==> src/rtl/intAggPkg.sv <==
package intAggPkg;
  localparam int unsigned DATA_W = 32;
  localparam int unsigned CORES  = 2;
  localparam int unsigned IDX_W  = (CORES > 1) ? $clog2(CORES) : 1;

  typedef enum logic [1:0] {
    RD_NONE,
    RD_STATUS,
    RD_INTMASK,
    RD_MCHKMASK
  } rdSel_e;

  // strobes from the decoder to the datapath
  typedef struct packed {
    logic [CORES-1:0] wrInt;
    logic [CORES-1:0] wrMchk;
    logic             rdEn;
    rdSel_e           rdSel;
    logic [IDX_W-1:0] rdIdx;
  } ctrlStrobe_t;
endpackage

==> src/rtl/intAggSync.sv <==
module intAggSync #(
  parameter int unsigned WIDTH  = 32,
  parameter int unsigned STAGES = 2
) (
  input  logic             clk,
  input  logic             rstN,
  input  logic [WIDTH-1:0] asyncIn,
  output logic [WIDTH-1:0] syncOut
);
  logic [WIDTH-1:0] stageQ [STAGES];

  for (genvar s = 0; s < STAGES; s++) begin : g_stage
    if (s == 0) begin : g_first
      always_ff @(posedge clk or negedge rstN) begin
        if (!rstN) stageQ[s] <= '0;
        else       stageQ[s] <= asyncIn;
      end
    end else begin : g_next
      always_ff @(posedge clk or negedge rstN) begin
        if (!rstN) stageQ[s] <= '0;
        else       stageQ[s] <= stageQ[s-1];
      end
    end
  end

  assign syncOut = stageQ[STAGES-1];
endmodule

==> src/rtl/intAggCtrl.sv <==
module intAggCtrl
  import intAggPkg::*;
#(
  parameter int unsigned ADDR_W     = 8,
  parameter int unsigned STATUS_OFF = 'h00,
  parameter int unsigned INT_BASE   = 'h10,
  parameter int unsigned REG_STRIDE = 4
) (
  input  logic              clk,
  input  logic              rstN,
  input  logic              busEn,
  input  logic              busWe,
  input  logic [ADDR_W-1:0] busAddr,
  output ctrlStrobe_t       strobe
);
  localparam int unsigned MCHK_BASE = INT_BASE + REG_STRIDE * CORES;

  always_comb begin
    strobe       = '0;
    strobe.rdSel = RD_NONE;
    strobe.rdEn  = busEn && !busWe;
    if (busAddr == ADDR_W'(STATUS_OFF)) begin
      strobe.rdSel = RD_STATUS;
    end
    for (int c = 0; c < CORES; c++) begin
      if (busAddr == ADDR_W'(INT_BASE + c * REG_STRIDE)) begin
        strobe.rdSel    = RD_INTMASK;
        strobe.rdIdx    = IDX_W'(c);
        strobe.wrInt[c] = busEn && busWe;
      end
      if (busAddr == ADDR_W'(MCHK_BASE + c * REG_STRIDE)) begin
        strobe.rdSel     = RD_MCHKMASK;
        strobe.rdIdx     = IDX_W'(c);
        strobe.wrMchk[c] = busEn && busWe;
      end
    end
  end

  AST_WR_ONEHOT: assert property (@(posedge clk) disable iff (!rstN)
    $onehot0({strobe.wrInt, strobe.wrMchk}));

  AST_RD_NO_WRITE: assert property (@(posedge clk) disable iff (!rstN)
    strobe.rdEn |-> !(|{strobe.wrInt, strobe.wrMchk}));
endmodule

==> src/rtl/intAggDatapath.sv <==
module intAggDatapath
  import intAggPkg::*;
#(
  parameter int unsigned NUM_SRC = 32
) (
  input  logic               clk,
  input  logic               rstN,
  input  ctrlStrobe_t        strobe,
  input  logic [DATA_W-1:0]  wrData,
  input  logic [NUM_SRC-1:0] srcSync,
  output logic [DATA_W-1:0]  rdData,
  output logic [CORES-1:0]   coreIrq,
  output logic [CORES-1:0]   coreMchk
);
  logic [NUM_SRC-1:0] intMask  [CORES];
  logic [NUM_SRC-1:0] mchkMask [CORES];
  logic [DATA_W-1:0]  rdNext;

  for (genvar c = 0; c < CORES; c++) begin : g_core
    always_ff @(posedge clk or negedge rstN) begin
      if (!rstN)                 intMask[c] <= '0;
      else if (strobe.wrInt[c])  intMask[c] <= wrData[NUM_SRC-1:0];
    end

    always_ff @(posedge clk or negedge rstN) begin
      if (!rstN)                 mchkMask[c] <= '0;
      else if (strobe.wrMchk[c]) mchkMask[c] <= wrData[NUM_SRC-1:0];
    end

    always_ff @(posedge clk or negedge rstN) begin
      if (!rstN) begin
        coreIrq[c]  <= 1'b0;
        coreMchk[c] <= 1'b0;
      end else begin
        coreIrq[c]  <= |(srcSync & intMask[c]);
        coreMchk[c] <= |(srcSync & mchkMask[c]);
      end
    end

    AST_INT_MASK_HOLD: assert property (@(posedge clk) disable iff (!rstN)
      !strobe.wrInt[c] |=> $stable(intMask[c]));
    AST_MCHK_MASK_HOLD: assert property (@(posedge clk) disable iff (!rstN)
      !strobe.wrMchk[c] |=> $stable(mchkMask[c]));
  end

  always_comb begin
    rdNext = '0;
    unique case (strobe.rdSel)
      RD_STATUS:   rdNext = DATA_W'(srcSync);
      RD_INTMASK:  rdNext = DATA_W'(intMask[strobe.rdIdx]);
      RD_MCHKMASK: rdNext = DATA_W'(mchkMask[strobe.rdIdx]);
      default:     rdNext = '0;
    endcase
  end

  always_ff @(posedge clk or negedge rstN) begin
    if (!rstN)            rdData <= '0;
    else if (strobe.rdEn) rdData <= rdNext;
  end

  AST_UNMAPPED_ZERO: assert property (@(posedge clk) disable iff (!rstN)
    (strobe.rdEn && strobe.rdSel == RD_NONE) |=> rdData == '0);

  AST_RD_HOLD: assert property (@(posedge clk) disable iff (!rstN)
    !strobe.rdEn |=> $stable(rdData));

  AST_QUIET_NO_LATCH: assert property (@(posedge clk) disable iff (!rstN)
    (srcSync == '0) |=> (coreIrq == '0 && coreMchk == '0));
endmodule

==> src/rtl/intAggregator.sv <==
module intAggregator
  import intAggPkg::*;
#(
  parameter int unsigned NUM_SRC     = 32,
  parameter int unsigned ADDR_W      = 8,
  parameter int unsigned SYNC_STAGES = 2,
  parameter int unsigned STATUS_OFF  = 'h00,
  parameter int unsigned INT_BASE    = 'h10,
  parameter int unsigned REG_STRIDE  = 4
) (
  input  logic               clk,
  input  logic               rstN,
  input  logic [NUM_SRC-1:0] srcIrq,
  input  logic               busEn,
  input  logic               busWe,
  input  logic [ADDR_W-1:0]  busAddr,
  input  logic [DATA_W-1:0]  busWdata,
  output logic [DATA_W-1:0]  busRdata,
  output logic [CORES-1:0]   coreIrq,
  output logic [CORES-1:0]   coreMchk
);
  logic [NUM_SRC-1:0] srcSync;
  ctrlStrobe_t        strobe;

  intAggSync #(
    .WIDTH  (NUM_SRC),
    .STAGES (SYNC_STAGES)
  ) u_sync (
    .clk     (clk),
    .rstN    (rstN),
    .asyncIn (srcIrq),
    .syncOut (srcSync)
  );

  intAggCtrl #(
    .ADDR_W     (ADDR_W),
    .STATUS_OFF (STATUS_OFF),
    .INT_BASE   (INT_BASE),
    .REG_STRIDE (REG_STRIDE)
  ) u_ctrl (
    .clk     (clk),
    .rstN    (rstN),
    .busEn   (busEn),
    .busWe   (busWe),
    .busAddr (busAddr),
    .strobe  (strobe)
  );

  intAggDatapath #(
    .NUM_SRC (NUM_SRC)
  ) u_dp (
    .clk      (clk),
    .rstN     (rstN),
    .strobe   (strobe),
    .wrData   (busWdata),
    .srcSync  (srcSync),
    .rdData   (busRdata),
    .coreIrq  (coreIrq),
    .coreMchk (coreMchk)
  );
endmodule

==> config.mk <==
export PLATFORM = sky130hd
export DESIGN_NAME = intAggregator
export DESIGN_NICKNAME = d
export VERILOG_FILES = /design/src/rtl/intAggPkg.sv /design/src/rtl/intAggSync.sv /design/src/rtl/intAggCtrl.sv /design/src/rtl/intAggDatapath.sv /design/src/rtl/intAggregator.sv
export SDC_FILE = /design/constraint.sdc
export NUM_CORES = 1
export LEC_CHECK = 0
export ABC_AREA = 1
export BUFFER_PORTS_ARGS = -buffer_cell sky130_fd_sc_hd__buf_4
export CORE_UTILIZATION = 45
export DETAILED_ROUTE_END_ITERATION = 8
export SYNTH_ARGS = -nofsm -noshare
export SYNTH_HDL_FRONTEND = slang
export SYNTH_SLANG_ARGS = --single-unit
==> constraint.sdc <==
create_clock -name clk -period 1.4 [get_ports clk]
set_input_delay 0.21 -clock clk [delete_from_list [all_inputs] [get_ports clk]]
set_output_delay 0.21 -clock clk [all_outputs]
set_load 0.005 [all_outputs]
==> out/results.txt <==
Pin placement for this block handled 112 I/O pins. The biggest area contributor in the post-synthesis netlist is dfrtp_1. The number of DRC violations after detailed-routing iteration 0 is 959, and the post-synth net total is 1289. The run finished, with violations left. The endpoint identified for the worst register-to-register timing path is u_dp.coreIrq[1]$_DFF_PN0_.

During synthesis, Yosys emitted a total of 0 warnings. The logs give 0 for the hold violation total from the final report and 20.9 mm for the detailed placer's ending HPWL. The register area share after synthesis is 55.6%, and the number of cells on the worst reg-to-reg path is 5.

Leaving out fill and tap cells, the most frequent cell in the layout is nand2_1. The worst setup path is captured at a register. The logs give 0 for the final number of max-transition violations and 1608 for the cell count after placement. The filler cells instantiated in the layout total 1957.

The final reports fail on negative setup slack. The DRC violations left is 0. The critical path starts at u_sync.syncOut[26]$_DFF_PN0_. For this run the aggregate overflow at the end of global routing stands at 0.

In this run the worst setup path terminates at u_dp.coreIrq[1]$_DFF_PN0_. Clock tree synthesis inserted a total of 26 buffers. In this run, distinct cell masters in the synthesized netlist total 29. The area of combinational cells with multiple inputs was 0.00414 mm2; the maximum cell stage delay along the critical path was 440 ps. The floorplan step defined a die boundary enclosing 0.0234 mm2. The weighted congestion reported at the end of routability-driven placement was 0.844; the count of flip-flops with a built-in enable after synthesis was 0. The max-capacitance violation count was 0. In the layout the commonest cells are nand2_1, dfrtp_1, buf_4, nand3_1, nand4_1.

The initial utilization of the core area, before any placement, comes to 46.4%. Worst-case clock skew: 10.1 ps. The maximum number of pins on one net before global-route repair is 67, and the worst reg-to-reg setup slack is -30 ps. The cell area power density came out at 1170 mW/mm2.

TritonCTS built the clock tree. Start of the worst register-to-register path: u_sync.syncOut[26]$_DFF_PN0_. The tools report the startpoint class of the critical path as a register. Headroom to the max-slew limit came out at 42.8%. For the number of setup violations in the final report, the log shows 2. The first global-routing pass estimated 51.2 mm of wire. At the pin with the least slew margin, the transition time is 857 ps.

Synthesis-to-layout area growth: 32.5%. The diode insertion count for antenna repair was 0. Static timing analysis puts the maximum clock frequency at 698 MHz. Number of search-and-repair iterations in the first detailed-routing pass: 7.

The net total in the final layout was 1487. Clock tree synthesis selected as its root buffer the cell clkbuf_16. In the synthesized netlist the async set-or-reset flop fraction comes to 100%.

After detailed routing, the average wire length per cell comes to 19.0 um. The cell count after synthesis came out at 1213. Clock latency on the worst-skew pair, taken at its later pin, is 530 ps. Data on the critical path is required at its endpoint by 1800 ps.

Vertical extent of the die: 153 um. The count of cells along the worst hold path is 3. Clock-pin slew was measured on the worst setup and hold paths at 60 ps. In the final layout, the share of cells above drive strength 1 is 19.9%. The number of standard cells in the layout, taps in and fillers out was 1710. The tools report the level count of the clock H-tree as 1.

The run gives 9210 as the via count of the first global-routing pass. The floorplan step defined a core boundary enclosing 0.0221 mm2. Post-layout minimum cycle time: 1430 ps. In this run the static leakage power is 0.00678 uW. In this run, synthesis produced a sequential element count of 228. The die outline width was 153 um. Global routing used 28.0% of the available tracks across all layers. The highest ir drop seen on vdd is 0.000857 V, and the area taken by flip-flops and latches is 0.00571 mm2.

A synthesized cell averages 8.46 um2. The number of nets with antenna violations after routing is 0, and the final clock period utilization by the worst path is 102%. Detailed routing inserted a total of 9611 vias. The critical path goes through buf_4, nand2_1, nand4_1, nor4_4, nand2_4. Wires add up to 32.5 mm. Maximum fanout encountered on the critical timing path: 3.

The logs give 54 for the standard-cell row count and 0 for the initial antenna violation count. The min-delay analysis places its worst path in the category in -> reg. The most used flip-flop cell after synthesis is dfrtp_1. Top cell type's share of synthesized area: 55.6%.

The kind of critical path is reg -> reg. The cell with the biggest individual delay on the critical path was dfrtp_1. The clock net sink count is 228. By area the synthesized netlist is led by dfrtp_1, nand2_1, nand4_1, nand3_1, o21ai_0. In the routed layout, each cell is associated on average with a via count of 5.62.

The logs give -32.3 ps for the worst setup margin and 3 for the maximum clock insertion buffer count. STA puts the critical path data arrival time at 1830 ps. The count of buffers added on input and output ports is 111. The post-synthesis instance area came out at 0.0103 mm2.

Setup repair after global routing could not meet its margin everywhere. The aggregate negative setup slack is -44.0 ps. Power comes to 15900 uW.
state kept, by name, indices dropped and copies added (netlist names):
register        cells
u_dp.coreMchk       2
u_dp.intMask       64
u_dp.rdData        32
u_sync.syncOut     32
u_dp.mchkMask      64
u_sync.stageQ      32
u_dp.coreIrq        2
metrics by stage:
stage,hold slack (ps),area [um2],utilization (%),setup WS [ps]
2_1_floorplan,-85.6,10300,-,171
3_3_place_gp,141,12000,54.2,-543
3_5_place_dp,143,12000,54.2,-574
4_1_cts,0.157,13500,61.0,-37.6
5_1_grt,20.8,13600,61.6,-47.1
6_report,7.93,13600,61.6,-32.3
cells by family (layout without fill, tap and decap cells):
logic type             count (synthesis)  after routing  synth area share [%]
AOI/OAI and AO/OA                    143            143                  8.23
buffers and inverters                120            336                  5.26
DFF                                  228            228                  55.6
and+or+nand+nor                      722            723                  30.9
cell usage after synthesis, types with 3 or more instances:
cell      number
nor3_1         4
inv_1         43
nand2_2        5
buf_4          8
a22o_1         9
nor2_1        11
nor4_1         3
o21a_1        32
nand4_1       88
inv_2          4
o21ai_0       58
clkbuf_1      27
buf_2         35
o21ai_1       38
nand3_1       97
nand2_1      502
dfrtp_1      228
a221oi_1       4
nor2_4         3
critical path, delay by kind of cell (launching register included):
family / cells / cell delay (ps)
AND/OR/NAND/NOR: 4 / 690
flip-flops: 1 / 440
buffers and inverters: 1 / 180
final cells by class:
class	count	share of cell area (%)
clock buffers	31	5.23
clock inverters	16	1.78
inverters	47	1.30
multi-input cells	866	30.5
flip-flops and latches	228	42.0
well taps	280	2.58
repair buffers	242	16.7
report_power, final:
part,switching (uW),leakage (uW),internal [uW]
registers,202,0.00301,6850
clock network,2770,0.000463,4720
logic,732,0.00330,612
total,3700,0.00678,12200
timing repair:
item / CTS / global route
cloned: 0 / 1
pin swaps: 5 / 20
gates resized for setup: 7 / 31
setup buffers: 0 / 1
hold endpoints to repair: 272 / 0
hold buffers: 53 / 0
endpoints found under the setup margin: 12 / 36
per-layer routing:
metal | share of wire, % | track usage (%)
met3 | 8.7 | 4.48
met1 | 44 | 41.1
met5 | 0 | 0
met4 | 2.5 | 9.52
met2 | 45 | 42.3
worst min path at each step:
stage / startpoint / end / slack (ps)
after floorplan: rstN / u_dp.coreIrq[0]$_DFF_PN0_ / -90
after global placement: rstN / u_dp.intMask[34]$_DFFE_PN0P_ / 140
after detailed placement: rstN / u_dp.rdData[0]$_DFFE_PN0P_ / 140
after CTS: busWdata[13] / u_dp.intMask[13]$_DFFE_PN0P_ / 0.2
after global routing: busWdata[30] / u_dp.intMask[62]$_DFFE_PN0P_ / 20
final: busWdata[18] / u_dp.intMask[18]$_DFFE_PN0P_ / 8
Power figures use the tool's default switching activity.
